$ cat config.mk
export PLATFORM = sky130hd
export DESIGN_NAME = hz_fwd_stall_unit
export DESIGN_NICKNAME = d
export VERILOG_FILES = /design/src/rtl/hz_pkg.sv /design/src/rtl/hz_src_check.sv /design/src/rtl/hz_sel_stage.sv /design/src/rtl/hz_fwd_stall_unit.sv
export SDC_FILE = /design/constraint.sdc
export NUM_CORES = 1
export LEC_CHECK = 0
export CAP_MARGIN = 20
export CORE_UTILIZATION = 39
export CTS_BUF_LIST = sky130_fd_sc_hd__clkbuf_8
export DETAILED_ROUTE_END_ITERATION = 8
export MAX_ROUTING_LAYER = met4
export PLACE_DENSITY = 0.86
export SKIP_LAST_GASP = 1
export SLEW_MARGIN = 20
export SYNTH_ARGS = -nofsm -noshare
export SYNTH_HDL_FRONTEND = slang
export SYNTH_HIERARCHICAL = 1
export SYNTH_SLANG_ARGS = --single-unit
$ cat constraint.sdc
create_clock -name clk -period 2.38 [get_ports clk]
set_input_delay 0.476 -clock clk [delete_from_list [all_inputs] [get_ports clk]]
set_output_delay 0.476 -clock clk [all_outputs]
set_load 0.02 [all_outputs]
$ cat src/rtl/hz_pkg.sv
package hz_pkg;

  typedef enum logic [1:0] {
    FWD_NONE = 2'b00,
    FWD_FULL = 2'b01,
    FWD_NEXT = 2'b10,
    FWD_TWO  = 2'b11
  } fwd_mode_e;

  typedef enum logic [1:0] {
    OP_RF    = 2'b00,
    OP_MEMWB = 2'b01,
    OP_EXMEM = 2'b10
  } op_src_e;

  // one-cycle path: from the execute/memory register into execute
  function automatic logic next_path_on(fwd_mode_e m);
    return (m == FWD_FULL) || (m == FWD_NEXT);
  endfunction

  // two-cycle path: from the memory/writeback register into execute
  function automatic logic two_path_on(fwd_mode_e m);
    return (m == FWD_FULL) || (m == FWD_TWO);
  endfunction

  // the younger producer hides the older one for the same source
  function automatic logic must_wait(fwd_mode_e m, logic hit_ex,
                                     logic ex_load, logic hit_mem);
    if (hit_ex) return ex_load || !next_path_on(m);
    return hit_mem && !two_path_on(m);
  endfunction

  function automatic op_src_e choose_src(fwd_mode_e m, logic hit_ex,
                                         logic hit_mem);
    if (hit_ex) return next_path_on(m) ? OP_EXMEM : OP_RF;
    if (hit_mem && two_path_on(m)) return OP_MEMWB;
    return OP_RF;
  endfunction

endpackage

$ cat src/rtl/hz_src_check.sv
module hz_src_check
  import hz_pkg::*;
#(
  parameter int REG_W = 5
) (
  input  logic             clk,
  input  logic             rst_n,
  input  fwd_mode_e        mode,
  input  logic [REG_W-1:0] src,
  input  logic [REG_W-1:0] ex_rd,
  input  logic             ex_we,
  input  logic             ex_load,
  input  logic [REG_W-1:0] mem_rd,
  input  logic             mem_we,
  output logic             hit_ex,
  output logic             hit_mem,
  output logic             blocks,
  output op_src_e          pick
);

  logic src_live;

  always_comb begin
    src_live = (src != '0);
    hit_ex   = src_live && ex_we && (ex_rd == src);
    hit_mem  = src_live && mem_we && (mem_rd == src);
    blocks   = must_wait(mode, hit_ex, ex_load, hit_mem);
    pick     = choose_src(mode, hit_ex, hit_mem);
  end


  zero_src_quiet_chk: assert property (@(posedge clk) disable iff (!rst_n)
    (src == '0) |-> (!blocks && pick == OP_RF));


  load_use_holds_chk: assert property (@(posedge clk) disable iff (!rst_n)
    (src != '0 && ex_we && ex_load && ex_rd == src) |-> blocks);


  none_mode_waits_chk: assert property (@(posedge clk) disable iff (!rst_n)
    (mode == FWD_NONE && (hit_ex || hit_mem)) |-> blocks);

endmodule

$ cat src/rtl/hz_sel_stage.sv
module hz_sel_stage
  import hz_pkg::*;
#(
  parameter int NSRC = 2
) (
  input  logic                 clk,
  input  logic                 rst_n,
  input  logic                 bubble,
  input  logic [NSRC-1:0][1:0] pick_in,
  output logic [NSRC-1:0][1:0] sel_q
);

  always_ff @(posedge clk or negedge rst_n) begin
    if (!rst_n)      sel_q <= '0;
    else if (bubble) sel_q <= '0;
    else             sel_q <= pick_in;
  end

  for (genvar g = 0; g < NSRC; g++) begin : g_lane

    sel_code_legal_chk: assert property (@(posedge clk) disable iff (!rst_n)
      sel_q[g] != 2'b11);
  end

endmodule

$ cat src/rtl/hz_fwd_stall_unit.sv
module hz_fwd_stall_unit
  import hz_pkg::*;
#(
  parameter int REG_W = 5
) (
  input  logic             clk,
  input  logic             rst_n,
  input  logic [1:0]       fwd_mode,
  input  logic [REG_W-1:0] id_src_a,
  input  logic [REG_W-1:0] id_src_b,
  input  logic [REG_W-1:0] ex_rd,
  input  logic             ex_we,
  input  logic             ex_load,
  input  logic [REG_W-1:0] mem_rd,
  input  logic             mem_we,
  output logic             stall_front,
  output logic             bubble_idex,
  output logic [1:0]       ex_sel_a,
  output logic [1:0]       ex_sel_b
);

  localparam int NSRC = 2;

  fwd_mode_e                  mode;
  logic [NSRC-1:0][REG_W-1:0] srcs;
  logic [NSRC-1:0]            hit_ex_v;
  logic [NSRC-1:0]            hit_mem_v;
  logic [NSRC-1:0]            block_v;
  logic [NSRC-1:0][1:0]       pick_v;
  logic [NSRC-1:0][1:0]       sel_v;
  logic                       hold;

  assign mode    = fwd_mode_e'(fwd_mode);
  assign srcs[0] = id_src_a;
  assign srcs[1] = id_src_b;

  for (genvar g = 0; g < NSRC; g++) begin : g_src
    op_src_e pick_e;
    hz_src_check #(.REG_W(REG_W)) u_chk (
      .clk     (clk),
      .rst_n   (rst_n),
      .mode    (mode),
      .src     (srcs[g]),
      .ex_rd   (ex_rd),
      .ex_we   (ex_we),
      .ex_load (ex_load),
      .mem_rd  (mem_rd),
      .mem_we  (mem_we),
      .hit_ex  (hit_ex_v[g]),
      .hit_mem (hit_mem_v[g]),
      .blocks  (block_v[g]),
      .pick    (pick_e)
    );
    assign pick_v[g] = pick_e;
  end

  assign hold        = |block_v;
  assign stall_front = hold;
  assign bubble_idex = hold;

  hz_sel_stage #(.NSRC(NSRC)) u_sel (
    .clk     (clk),
    .rst_n   (rst_n),
    .bubble  (hold),
    .pick_in (pick_v),
    .sel_q   (sel_v)
  );

  assign ex_sel_a = sel_v[0];
  assign ex_sel_b = sel_v[1];


  bubble_clears_sel_chk: assert property (@(posedge clk) disable iff (!rst_n)
    stall_front |=> (ex_sel_a == 2'b00 && ex_sel_b == 2'b00));


  none_mode_rf_chk: assert property (@(posedge clk) disable iff (!rst_n)
    (fwd_mode == 2'b00) |=> (ex_sel_a == 2'b00 && ex_sel_b == 2'b00));


  next_mode_no_memwb_chk: assert property (@(posedge clk) disable iff (!rst_n)
    (fwd_mode == 2'b10) |=> (ex_sel_a != 2'b01 && ex_sel_b != 2'b01));


  two_mode_no_exmem_chk: assert property (@(posedge clk) disable iff (!rst_n)
    (fwd_mode == 2'b11) |=> (ex_sel_a != 2'b10 && ex_sel_b != 2'b10));


  full_alu_no_hold_chk: assert property (@(posedge clk) disable iff (!rst_n)
    (fwd_mode == 2'b01 && !ex_load) |-> !stall_front);

endmodule

# Yosys cells after proc, flatten, opt, wreduce, memory -nomap -nowiden
# Cells that the tools add are included.
op_classes:
  eq_ne: 7
  mux: 20
  n_reduce_logical: 20
ops:
  columns: ["cell", "n"]
  rows:
  - ["$eq 5x5->1", 4]
  - ["$mux 2", 9]
  - ["$logic_and 1x1->1", 12]
  - ["$mux 1", 10]
  - ["$reduce_bool 5->1", 2]
  - ["$eq 2x2->1 const B", 2]
  - ["$mux 4", 1]
  - ["$logic_or 1x1->1", 3]
  - ["$eq 2x1->1 const B", 1]
  - ["$logic_not 1->1", 2]
  - ["$reduce_or 2->1", 1]
word_totals:
  in_bits: 27
  elab_cells: 49
  output_inout_bits: 6
  regBits: 4

# Longest topological paths before layout
# Gate-level depths: netlist of run 1.
logic_depth:
  depth_word: 9
  ltp_mapped: 7
  ltp_nobuf: 7

# Modules after synthesis
# The synthesis of run 1 kept the hierarchy.
by_module_without_submodules:
  columns: ["mod", "seq_area_each_um2", "area_each_um2", "cells_each", "instances"]
  rows:
  - ["hz_src_check", 0.0, 217.7, 28, 2]
  - ["hz_sel_stage", 100.1, 125.1, 8, 1]
  - ["hz_fwd_stall_unit", 0.0, 13.8, 2, 1]

# Worst setup path before layout of run 1
# No wires, ideal clock.
synth_path:
  path_kind: "input to output"
  startpoint: "input port id_src_b[1]"
  endpoint: "output port stall_front"
  t_arrival_ps: 1903
  t_required_ps: 1904
  n_path_buf: 1
  path_stages: 6
  slack_ps: 1
  cell_sequence: "or4_4 > nor2_4 > nor3_1 > a31o_1 > or2_1 > buf_4"
synth_between:
  elab_chain_cells: 6
  elab_cells_between_ends: 11
  classes_between: "eq/ne (2); mux (2); reduce/logical (7)"
synth_lines:
  columns: ["element", "line_no", "rtl"]
  rows:
  - ["start: declaration", "hz_fwd_stall_unit.sv:10", "input logic [REG_W-1:0] id_src_b,"]
  - ["$reduce_bool 5->1", "hz_src_check.sv:24", "src_live = (src != '0);"]
  - ["$logic_and 1x1->1", "hz_src_check.sv:26", "hit_mem = src_live && mem_we && (mem_rd == src);"]
  - ["$logic_and 1x1->1 (*)", "hz_src_check.sv:26", null]
  - ["via hit_mem_v[1]", "hz_fwd_stall_unit.sv:27", "logic [NSRC-1:0] hit_mem_v;"]
  - ["$logic_and 1x1->1 (*)", "hz_pkg.sv:30", "return hit_mem && !two_path_on(m);"]
  - ["$mux 1 (*)", "hz_pkg.sv:30", null]
  - ["via block_v[1]", "hz_fwd_stall_unit.sv:28", "logic [NSRC-1:0] block_v;"]
  - ["$reduce_or 2->1 (*)", "hz_fwd_stall_unit.sv:57", "assign hold = |block_v;"]
  - ["end: declaration", "hz_fwd_stall_unit.sv:16", "output logic stall_front,"]
# The timed path passes the listed nets; every way through them passes the cells marked *.

# Final worst setup path of run 1
layout_path:
  startpoint: "input port id_src_a[3]"
  endpoint: "output port bubble_idex"
layout_between:
  elab_chain_cells: 6
  elab_cells_between_ends: 11
  classes_between: "eq/ne (2); mux (2); reduce/logical (7)"
layout_lines:
  columns: ["element", "line_no", "rtl"]
  rows:
  - ["start: declaration", "hz_fwd_stall_unit.sv:9", "input logic [REG_W-1:0] id_src_a,"]
  - ["$reduce_bool 5->1", "hz_src_check.sv:24", null]
  - ["$logic_and 1x1->1", "hz_src_check.sv:26", null]
  - ["$logic_and 1x1->1 (*)", "hz_src_check.sv:26", null]
  - ["via hit_mem_v[0]", "hz_fwd_stall_unit.sv:27", null]
  - ["$logic_and 1x1->1 (*)", "hz_pkg.sv:30", null]
  - ["$mux 1 (*)", "hz_pkg.sv:30", null]
  - ["via block_v[0]", "hz_fwd_stall_unit.sv:28", null]
  - ["$reduce_or 2->1 (*)", "hz_fwd_stall_unit.sv:57", null]
  - ["end: declaration", "hz_fwd_stall_unit.sv:17", "output logic bubble_idex,"]
# Marked as above.

==> summary.txt, run 1 <==
Placement
  – DP Wirelength: between 1 and 1.5 mm
  – Placed insts: ~130
  – Routability-driven placement congestion ratio: 0.755
  – Buffers on Ports: 32

STA
  – Peak Freq: a little over 400 MHz
  – Final TNS setup: -0.0919 ns
  – Final hold viol count: 0
  – RSZ-0062 raised after global routing: true
  – Max-slew violations: 0
  – Worst-Margin Slew: between 0.2 and 0.3 ns
  – Fin crit share: 1.02
  – Min Hold Slack: between 0.4 and 0.5 ns
  – Final setup violation count: 2
  – Max-slew headroom: 0.823
  – Crit path setup slack, layout: -0.0460 ns
  – Post-route minimum period: between 2 and 2.5 ns

Floorplan
  – Core area: about 1300 µm²
  – DIE WIDTH: 40.4 µm
  – FP Rows: 13
  – Die area: about 1600 µm²
  – Ports: 33
  – Die H: between 40 and 50 µm
  – Initial Util: 0.431

Route
  – Vias: a little over 800
  – Routed length per placed instance: approximately 20 µm
  – Total wire length: 2.97 mm
  – DRT antenna net count: 0
  – Residual DRC: 0
  – Via-to-Cell Ratio: 5.56
  – 1st-iter DRT viols: 20
  – DR pass1 iterations: 4

Setup path
  – WP data arrival: 1.95 ns
  – Crit end category: output pin
  – CP max FO: 3
  – Slowest stage delay, CP: roughly 0.54 ns
  – Critical path cell sequence: buf_6 > or4_4 > nor2_4 > nor3_2 > a31o_1 > or2_4 > buf_6
  – Most common cell on crit path: buf_6
  – Critical Path RT: roughly 1.9 ns
  – Worst path slowest cell: or4_4
  – Critical path startpoint category: input pin
  – CP Class: input pin to output pin
  – Critical path endpoint: bubble_idex
  – CP Launch Point: id_src_a[3]

Cells and area
  – Area grow syn2layout: 122%
  – Commonest non-fill, non-tap cell in the layout: buf_4
  – Antenna cell count: 0
  – Layout cells sized above 1: 0.580
  – Largest regs: u_sel/sel_q (4)
  – Top reg by flops: u_sel/sel_q
  – Non-Filler Instances: 146
  – Finished Core Util: 0.956
  – Commonest cells after routing, fill and taps aside: buf_4, xnor2_1, buf_2
  – Post-layout nets: 164
  – Max FFs per register: 4

Synthesis
  – Fraction of synthesized cell area in xor and xnor cells: 0.305
  – Flops & latches, synth: 4
  – Post-Synthesis Cells: between 60 and 70
  – Synth Area in Simple Gates: 0.364
  – Ys Warns: 6
  – Mapped Nets: 97
  – Area share of fa/ha/maj cells after synthesis: 0.0871
  – Largest family of logic cells by synthesized area: simple AND/OR/NAND/NOR gates
  – Register area share after synthesis: 0.174
  – Syn_area_per_cell: around 8.7 µm²
  – Post-synthesis mux area share: 0
  – Cell Area, Synth: 574 µm²
  – Number of distinct library cells after synthesis: 18
  – Complex-gate fraction of the synthesized area: 0.0305

Power
  – Cell Pwr Density: 321 nW/µm²
  – Total Power: between 400 and 500 µW
  – Pleak: 0.626 nW
  – Worst vdd ir: around 210 µV

Global route
  – Antenna violations before repair: 0
  – GRT Total Usage: 0.333
  – Vias in the first global route: about 780
  – First-pass GRT wire length: between 3 and 4 mm
  – Gr ovfl total: 0
  – Pin count of the biggest net entering global routing: 5

CTS
  – CTS root buffer: clkbuf_8
  – Total CTS buffers: 3
  – Clock tree buffer depth: 2
  – CTS tree: done
  – H-tree Lvls: 1
  – Clk sinks: 4
  – Clock transition at path regs: roughly 0.030 ns

Hold path
  – Hold WC Path Type: input pin to asynchronous set/reset pin

Outcome
  – Failing checks: setup timing
  – Outcome: finished with violations

Job
  – Number of max-cap violations: 0
[report_power, final]
part / internal (mW) / switching [mW] / total [mW]
Clock: 0.108 / 0.0322 / 0.140
Combinational: 0.111 / 0.0892 / 0.200
Sequential: 0.0692 / 0.000167 / 0.0693
[synth_stat cells]
library cell / count / area [µm²]
dfrtp_1: 4 / 100
nor2_4: 2 / 22.5
or2_1: 1 / 6.26
nor3_1: 2 / 10.0
nor4_1: 2 / 12.5
or4_4: 2 / 22.5
nor3b_2: 2 / 25.0
inv_1: 2 / 7.51
inv_2: 2 / 7.51
or3_4: 2 / 22.5
ha_1: 4 / 50.1
buf_4: 1 / 7.51
a31o_1: 2 / 17.5
nor2b_1: 4 / 25.0
nand4_1: 4 / 25.0
nor2_1: 6 / 22.5
nand2_1: 4 / 15.0
xnor2_1: 20 / 175
[final cells by class]
| type | instances | area, µm² |
|---|---|---|
| multi-input combinational | 57 | 574 |
| timing repair buffer | 63 | 526 |
| sequential | 4 | 100 |
| fill | 33 | 58.8 |
| clock buffer | 3 | 41.3 |
| tap | 15 | 18.8 |
| inverter | 4 | 15.0 |
[through the flow]
step           setup WS [ns]  area, µm²
3_3_place_gp          -0.779       1070
2_1_floorplan        0.00147        574
6_report             -0.0460       1270
4_1_cts              -0.0480       1210
5_1_grt              -0.0786       1270
3_5_place_dp          -0.803       1070
[metal layers]
metal / GRT usage / vias up / part of all wire / wire length [µm]
li1: - / 354 / - / -
met1: 0.312 / 383 / 0.38 / 1130
met2: 0.655 / 59 / 0.51 / 1510
met3: 0.0222 / 16 / 0.063 / 186
met4: 0.175 / 0 / 0.048 / 144
met5: - / - / 0 / 0
[cell families (layout without fill, tap and decap cells)]
| family | after synthesis | count (layout) |
|---|---|---|
| and+or+nand+nor | 31 | 31 |
| xor gates and xnor gates | 20 | 20 |
| buffers and inverters | 5 | 70 |
| adders and majority gates | 4 | 4 |
| DFF | 4 | 4 |
| AOI/OAI and AO/OA | 2 | 2 |
[worst min-delay path by stage]
| stage | startpoint | endpoint | slack, ns | cells past startpoint |
|---|---|---|---|---|
| 2_1_floorplan | rst_n | u_sel/sel_q[0] | 0.18 | 0 |
| 3_3_place_gp | rst_n | u_sel/sel_q[0] | 0.68 | 1 |
| 3_5_place_dp | rst_n | u_sel/sel_q[1] | 0.69 | 1 |
| 4_1_cts | rst_n | u_sel/sel_q[3] | 0.47 | 1 |
| 5_1_grt | rst_n | u_sel/sel_q[0] | 0.49 | 1 |
| 6_report | rst_n | u_sel/sel_q[1] | 0.47 | 1 |
[repair_timing]
| item | in CTS | in global routing |
|---|---|---|
| hold buffers | 0 | 0 |
| pin swaps | 24 | 18 |
| buffers inserted | 7 | 3 |
| gates resized for setup | 88 | 16 |
| setup endpoints to repair | 2 | 2 |
[critical path: cells and delay by family]
family	cells	cell delay [ns]
AND/OR/NAND/NOR	4	1.03
AO/OA/AOI/OAI	1	0.21
buffers and inverters	2	0.23
Power figures use the tool's default switching activity.
==> run 2, diff against run 1 <==
==> constraint.sdc (replaced) <==
create_clock -name clk -period 2.38 [get_ports clk]
set_input_delay 0.476 -clock clk [delete_from_list [all_inputs] [get_ports clk]]
set_output_delay 0.476 -clock clk [all_outputs]
set_load 0.05 [all_outputs]
==> run 2 against run 1 <==
The run still ends with setup timing left. Power decreased by 8.2%. Critical path type unchanged. Die area unchanged. Largest power group unchanged. First-iteration DRC count decreased by 85%. Via count decreased by 13%. Count of clock-buffer cells in the layout unchanged. Sequential power about the same. Cell count decreased by 5.5%. Critical path depth increased by 1. Sequential share of layout area increased by 0.91 points. Fmax decreased by 0.70%.
==> summary.txt, run 2 (synthesized netlist as in run 1, its figures left out) <==
CTS
  – Clk sinks: 4 (unchanged)
  – CTS tree: done (unchanged)
  – H-tree Lvls: 1 (unchanged)
  – Total CTS buffers: 3 (unchanged)
  – Clock tree buffer depth: 2 (unchanged)
  – CTS root buffer: clkbuf_8 (unchanged)
  – Clock transition at path regs: 0.03 ns (about the same)
  – CTS Hold Buffers Added: 0 (unchanged)

Cells and area
  – Register area: 100 µm² (unchanged)
  – Top reg by flops: u_sel/sel_q (unchanged)
  – Commonest non-fill, non-tap cell in the layout: buf_4 (unchanged)
  – Antenna cell count: 0 (unchanged)
  – Area grow syn2layout: 98.9% (was 122%)
  – Layout cells sized above 1: 0.512 (was 0.580)
  – Max FFs per register: 4 (unchanged)
  – Area of the multi-input gates: 510 µm² (was 574 µm²)
  – Commonest cells after routing, fill and taps aside: buf_4, xnor2_1, clkdlybuf4s50_1 (was buf_4, xnor2_1, buf_2)
  – Post-layout nets: 156 (was 164)
  – Largest regs: u_sel/sel_q (4) (unchanged)
  – FILL cells: 71 (was 33)

Setup path
  – Critical path startpoint category: input pin (unchanged)
  – Critical Path RT: 1.90 ns (about the same)
  – CP max FO: 3 (unchanged)
  – CP Class: input pin to output pin (unchanged)
  – Crit end category: output pin (unchanged)
  – WP data arrival: 1.97 ns (was 1.95 ns)

Power
  – Clk pwr share: 0.362 (was 0.341)
  – Sequential share of power: 0.185 (was 0.169)
  – Net Sw Power: 102 µW (was 122 µW)
  – Cell-internal power: 274 µW (was 288 µW)
  – Worst vdd ir: 176 µV (was 213 µV)
  – Cell Pwr Density: 329 nW/µm² (was 321 nW/µm²)
  – Switching share of power: 0.271 (was 0.297)
  – Pleak: 0.530 nW (was 0.626 nW)
  – Comb pwr share: 0.453 (was 0.489)

Floorplan
  – Initial Util: 0.431 (unchanged)
  – DIE WIDTH: 40.4 µm (unchanged)
  – Core area: 1330 µm² (unchanged)
  – FP Rows: 13 (unchanged)
  – Die area: 1630 µm² (unchanged)
  – Die H: 40.4 µm (unchanged)
  – Ports: 33 (unchanged)

Global route
  – Met1 GRT Util: 0.178 (was 0.312)
  – First-pass GRT wire length: 2.53 mm (was 3.42 mm)
  – GR peak layer: met2 (unchanged)
  – Vias in the first global route: 710 (was 783)
  – GR Layer Usage met3: 0.0167 (was 0.0222)
  – Pin count of the biggest net entering global routing: 5 (unchanged)
  – Antenna violations before repair: 0 (unchanged)
  – Met2 GRT Util: 0.520 (was 0.655)
  – Gr ovfl total: 0 (unchanged)
  – GRT Total Usage: 0.233 (was 0.333)

STA
  – Peak Freq: 409 MHz (was 412 MHz)
  – Max-slew violations: 0 (unchanged)
  – Crit path setup slack, layout: -0.0630 ns (was -0.0460 ns)
  – Fin crit share: 1.03 (was 1.02)
  – RSZ-0062 raised after global routing: true (unchanged)
  – Max-slew headroom: 0.671 (was 0.823)
  – Post-route minimum period: 2.44 ns (was 2.43 ns)
  – Final hold viol count: 0 (unchanged)
  – Final setup violation count: 2 (unchanged)
  – Worst-Margin Slew: 0.492 ns (was 0.266 ns)
  – Final TNS setup: -0.126 ns (was -0.0919 ns)

Placement
  – Routability-driven placement congestion ratio: 0.841 (was 0.755)
  – Pre-CTS setup slack: -0.487 ns (was -0.803 ns)
  – Buffers on Ports: 32 (unchanged)
  – DP Wirelength: 1.41 mm (was 1.46 mm)

Route
  – 1st-iter DRT viols: 3 (was 20)
  – Vias: 703 (was 812)
  – Via-to-Cell Ratio: 5.09 (was 5.56)
  – DR pass1 iterations: 4 (unchanged)
  – Total wire length: 1.74 mm (was 2.97 mm)
  – Residual DRC: 0 (unchanged)
  – DRT antenna net count: 0 (unchanged)
  – Routed length per placed instance: 12.6 µm (was 20.3 µm)

Job
  – Number of max-cap violations: 0 (unchanged)

Outcome
  – Outcome: finished with violations (unchanged)
  – Failing checks: setup timing (unchanged)

Hold path
  – Hold WC Path Type: input pin to asynchronous set/reset pin (unchanged)
## run 2: cell types whose count changed in the layout (fill, tap and decap cells not counted), moves of 2 or more
cell,delta
buf_4,-7
xnor2_1,+2
buf_8,+2
clkdlybuf4s50_1,+5
dlymetal6s2s_1,-5
ha_4,-2
ha_1,+2
buf_6,-4
## run 2: timing repair
item	CTS	global route
gates resized for setup	73	7
pin swaps	22	13
setup buffers	1	1
endpoints found under the setup margin	2	2
## run 2: path summary, 6_finish.rpt
check / start / to
setup / recovery: id_src_a[1] / stall_front
hold / removal: rst_n / u_sel/sel_q[3]
max in group asynchronous: rst_n / u_sel/sel_q[1]
min in group clk: id_src_a[4] / u_sel/sel_q[0]
## run 2: routing by layer
metal  vias up  share of wire
met4         0          0.012
met1       325           0.36
li1        342              -
met5         -              0
met3         2          0.048
met2        34           0.58
## run 2: through the flow
step	hold WS [ns]	instance area (µm²)	utilization	power [mW]	cells
6_report	0.465	1140	0.856	0.376	138
5_1_grt	0.486	1140	0.856	0.395	138
4_1_cts	0.468	1130	0.844	0.373	137
3_5_place_dp	0.690	1060	0.795	0.231	133
3_3_place_gp	0.683	1060	0.795	0.226	133
2_1_floorplan	0.180	581	-	0.132	66
## run 2: cell type report
| type | instances | area share |
|---|---|---|
| clock buffer | 3 | 0.0361 |
| multi-input combinational | 57 | 0.447 |
| timing repair buffer | 55 | 0.400 |
| sequential | 4 | 0.0876 |
| inverter | 4 | 0.0131 |
| tap | 15 | 0.0164 |
## run 2: power groups by stage
stage	Sequential [mW]	Combinational, mW	Clock, mW
after floorplan	0.0724	0.0592	0
after global placement	0.0700	0.156	0
after detailed placement	0.0701	0.161	0
after CTS	0.0693	0.164	0.139
after global routing	0.0694	0.182	0.144
final	0.0693	0.170	0.136
## run 2: worst max-delay path, cell delays in order
cell	delay, ns
buf_6	0.10
buf_6	0.11
xnor2_2	0.13
nand4_1	0.15
or3_4	0.36
a31o_1	0.22
or2_4	0.27
buf_8	0.15
==> run 3, diff against run 2 <==
--- a/config.mk
+++ b/config.mk
@@ -6,13 +6,13 @@
 export NUM_CORES = 1
 export LEC_CHECK = 0
 export CAP_MARGIN = 20
-export CORE_UTILIZATION = 39
+export CORE_UTILIZATION = 42
 export CTS_BUF_LIST = sky130_fd_sc_hd__clkbuf_8
 export DETAILED_ROUTE_END_ITERATION = 8
 export MAX_ROUTING_LAYER = met4
-export PLACE_DENSITY = 0.86
+export PLACE_DENSITY = 0.91
 export SKIP_LAST_GASP = 1
-export SLEW_MARGIN = 20
+export SLEW_MARGIN = 5
 export SYNTH_ARGS = -nofsm -noshare
 export SYNTH_HDL_FRONTEND = slang
 export SYNTH_HIERARCHICAL = 1
==> constraint.sdc (replaced) <==
create_clock -name clk -period 3 [get_ports clk]
set_input_delay 0.6 -clock clk [delete_from_list [all_inputs] [get_ports clk]]
set_output_delay 0.6 -clock clk [all_outputs]
set_load 0.05 [all_outputs]
==> run 3 against run 2 <==
The flow now finishes without violations. Via count is 4.1% lower. Cell count decreased by 9.4%. Sequential share of layout area up 0.67 points. Critical endpoint is now bubble_idex. Largest cell class unchanged. Global-route usage grew 2.8 points. Largest power group unchanged. Die area down 6.8%. Count of clock-buffer cells in the layout did not move.
==> summary.txt, run 3 (synthesized netlist as in run 1, its figures left out) <==
Outcome
  – Outcome: complete, no violations (was finished with violations)

Cells and area
  – Commonest cells after routing, fill and taps aside: xnor2_1, clkdlybuf4s50_1, buf_4 (was buf_4, xnor2_1, clkdlybuf4s50_1)
  – Layout cells sized above 1: 0.261 (was 0.512)
  – Max FFs per register: 4 (unchanged)
  – Commonest non-fill, non-tap cell in the layout: xnor2_1 (was buf_4)
  – Top reg by flops: u_sel/sel_q (unchanged)
  – Design Area, Final: 1060 µm² (was 1140 µm²)
  – Largest regs: u_sel/sel_q (4) (unchanged)
  – Area grow syn2layout: 84.7% (was 98.9%)
  – Antenna cell count: 0 (unchanged)
  – Post-layout nets: 144 (was 156)

STA
  – Final hold viol count: 0 (unchanged)
  – Peak Freq: around 340 MHz
  – Max-slew violations: 0 (unchanged)
  – Max-slew headroom: 0.659 (was 0.671)
  – Post-route minimum period: a little under 3 ns
  – Fin crit share: 0.981
  – Worst-Margin Slew: 0.510 ns (was 0.492 ns)
  – Min Hold Slack: 0.588 ns (was 0.465 ns)
  – Final setup violation count: 0 (was 2)

Route
  – Residual DRC: 0 (unchanged)
  – Vias: 674 (was 703)
  – Total wire length: 1.79 mm (was 1.74 mm)
  – Via-to-Cell Ratio: 5.39 (was 5.09)
  – 1st-iter DRT viols: 5 (was 3)
  – Routed length per placed instance: 14.3 µm (was 12.6 µm)
  – DRT antenna net count: 0 (unchanged)
  – DR pass1 iterations: 4 (unchanged)

Global route
  – GR peak layer: met2 (unchanged)
  – Met1 GRT Util: 0.190 (was 0.178)
  – GRT Total Usage: 0.261 (was 0.233)
  – GR Layer Usage met3: 0.0231 (was 0.0167)
  – Vias in the first global route: 701 (was 710)
  – First-pass GRT wire length: 2.62 mm (was 2.53 mm)
  – Gr ovfl total: 0 (unchanged)
  – Pin count of the biggest net entering global routing: 5 (unchanged)
  – Met2 GRT Util: 0.538 (was 0.520)
  – Antenna violations before repair: 0 (unchanged)

Setup path
  – CP Class: input pin to output pin (unchanged)
  – CP max FO: 3 (unchanged)
  – Critical Path RT: 2.40 ns (was 1.90 ns)
  – Critical path startpoint category: input pin (unchanged)
  – Crit end category: output pin (unchanged)
  – Top Family by Delay on Critical Path: buffers and inverters (was simple AND/OR/NAND/NOR gates)
  – Critical path cell sequence: clkdlybuf4s50_1 > xnor2_1 > nand4_1 > buf_4 > nor4_1 > a31o_1 > or2_4 > buf_6 (was buf_6 > buf_6 > xnor2_2 > nand4_1 > or3_4 > a31o_1 > or2_4 > buf_8)
  – Worst Path Buf+Inv: 3 (unchanged)
  – CP Launch Point: id_src_b[0] (was id_src_a[1])
  – WP data arrival: 2.34 ns (was 1.97 ns)
  – Slowest stage delay, CP: 0.50 ns (was 0.36 ns)
  – Worst path slowest cell: clkdlybuf4s50_1 (was or3_4)

Floorplan
  – Ports: 33 (unchanged)
  – Die area: 1520 µm² (was 1630 µm²)
  – Core area: 1190 µm² (was 1330 µm²)
  – FP Rows: 12 (was 13)
  – DIE WIDTH: 39.0 µm (was 40.4 µm)
  – Die H: 39.0 µm (was 40.4 µm)
  – Initial Util: 0.484 (was 0.431)

Hold path
  – Hold WC Path Type: input pin to asynchronous set/reset pin (unchanged)

Power
  – Comb pwr share: 0.414 (was 0.453)
  – Net Sw Power: 77.2 µW (was 102 µW)
  – Cell-internal power: 205 µW (was 274 µW)
  – Clk pwr share: 0.390 (was 0.362)
  – Switching share of power: 0.274 (was 0.271)
  – Pleak: 0.519 nW (was 0.530 nW)
  – Worst vdd ir: 144 µV (was 176 µV)
  – Sequential share of power: 0.195 (was 0.185)
  – Cell Pwr Density: 266 nW/µm² (was 329 nW/µm²)

CTS
  – Clock tree buffer depth: 2 (unchanged)
  – CTS root buffer: clkbuf_8 (unchanged)
  – CTS Hold Buffers Added: 0 (unchanged)
  – H-tree Lvls: 1 (unchanged)
  – Clock transition at path regs: 0.03 ns (about the same)
  – Total CTS buffers: 3 (unchanged)
  – CTS tree: done (unchanged)
  – Clk sinks: 4 (unchanged)
  – Setup bufs post-CTS: 0 (was 1)

Placement
  – Buffers on Ports: 32 (unchanged)
  – DP Wirelength: 1.41 mm (about the same)
  – Placement Cell Area: 982 µm² (was 1060 µm²)
  – Routability-driven placement congestion ratio: 0.783 (was 0.841)

Job
  – Number of max-cap violations: 0 (unchanged)
run 3: worst paths after layout:
| path | endpoint | slack (ns) | depth (start not counted) |
|---|---|---|---|
| worst max-delay path | bubble_idex | 0.06 | 8 |
| max in group asynchronous | u_sel/sel_q[2] | 2.25 | 1 |
| worst min-delay path | u_sel/sel_q[0] | 0.59 | 1 |
| min in group clk | u_sel/sel_q[1] | 1.12 | 7 |
run 3: area by class of cell:
class | count | area, µm²
clock buffers | 3 | 41.3
fillers | 59 | 125
inverters | 4 | 15.0
multi-input cells | 57 | 469
flip-flops and latches | 4 | 100
well taps | 14 | 17.5
repair buffers | 43 | 418
run 3: power by group through the flow:
stage | clock, mW | sequential, mW | combinational (mW)
after global routing | 0.118 | 0.0550 | 0.125
after CTS | 0.113 | 0.0550 | 0.114
after floorplan | 0 | 0.0574 | 0.0458
final | 0.110 | 0.0550 | 0.117
after detailed placement | 0 | 0.0556 | 0.114
after global placement | 0 | 0.0556 | 0.110
run 3: repair_timing:
| action | 4_1_cts | 5_1_grt |
|---|---|---|
| endpoints found under the setup margin | 2 | 2 |
| pin swaps | 0 | 3 |
| resized for setup | 10 | 9 |
run 3: through the flow:
| step | util | std cells | setup TNS (ns) | worst slack, ns | total power [mW] |
|---|---|---|---|---|---|
| 2_1_floorplan | - | 66 | 0 | 0.160 | 0.103 |
| 3_3_place_gp | 0.828 | 122 | -0.0842 | -0.0421 | 0.166 |
| 3_5_place_dp | 0.828 | 122 | -0.258 | -0.129 | 0.170 |
| 4_1_cts | 0.871 | 125 | 0 | 0.0123 | 0.283 |
| 5_1_grt | 0.895 | 125 | -0.0234 | -0.0119 | 0.298 |
| 6_report | 0.895 | 125 | 0 | 0.0565 | 0.282 |
run 3: routing by layer:
metal | vias to the layer above | wire [µm] | share of wire
met5 | - | 0 | 0
met4 | 0 | 45 | 0.025
met3 | 6 | 114 | 0.064
met2 | 42 | 1060 | 0.59
met1 | 312 | 568 | 0.32
li1 | 314 | - | -
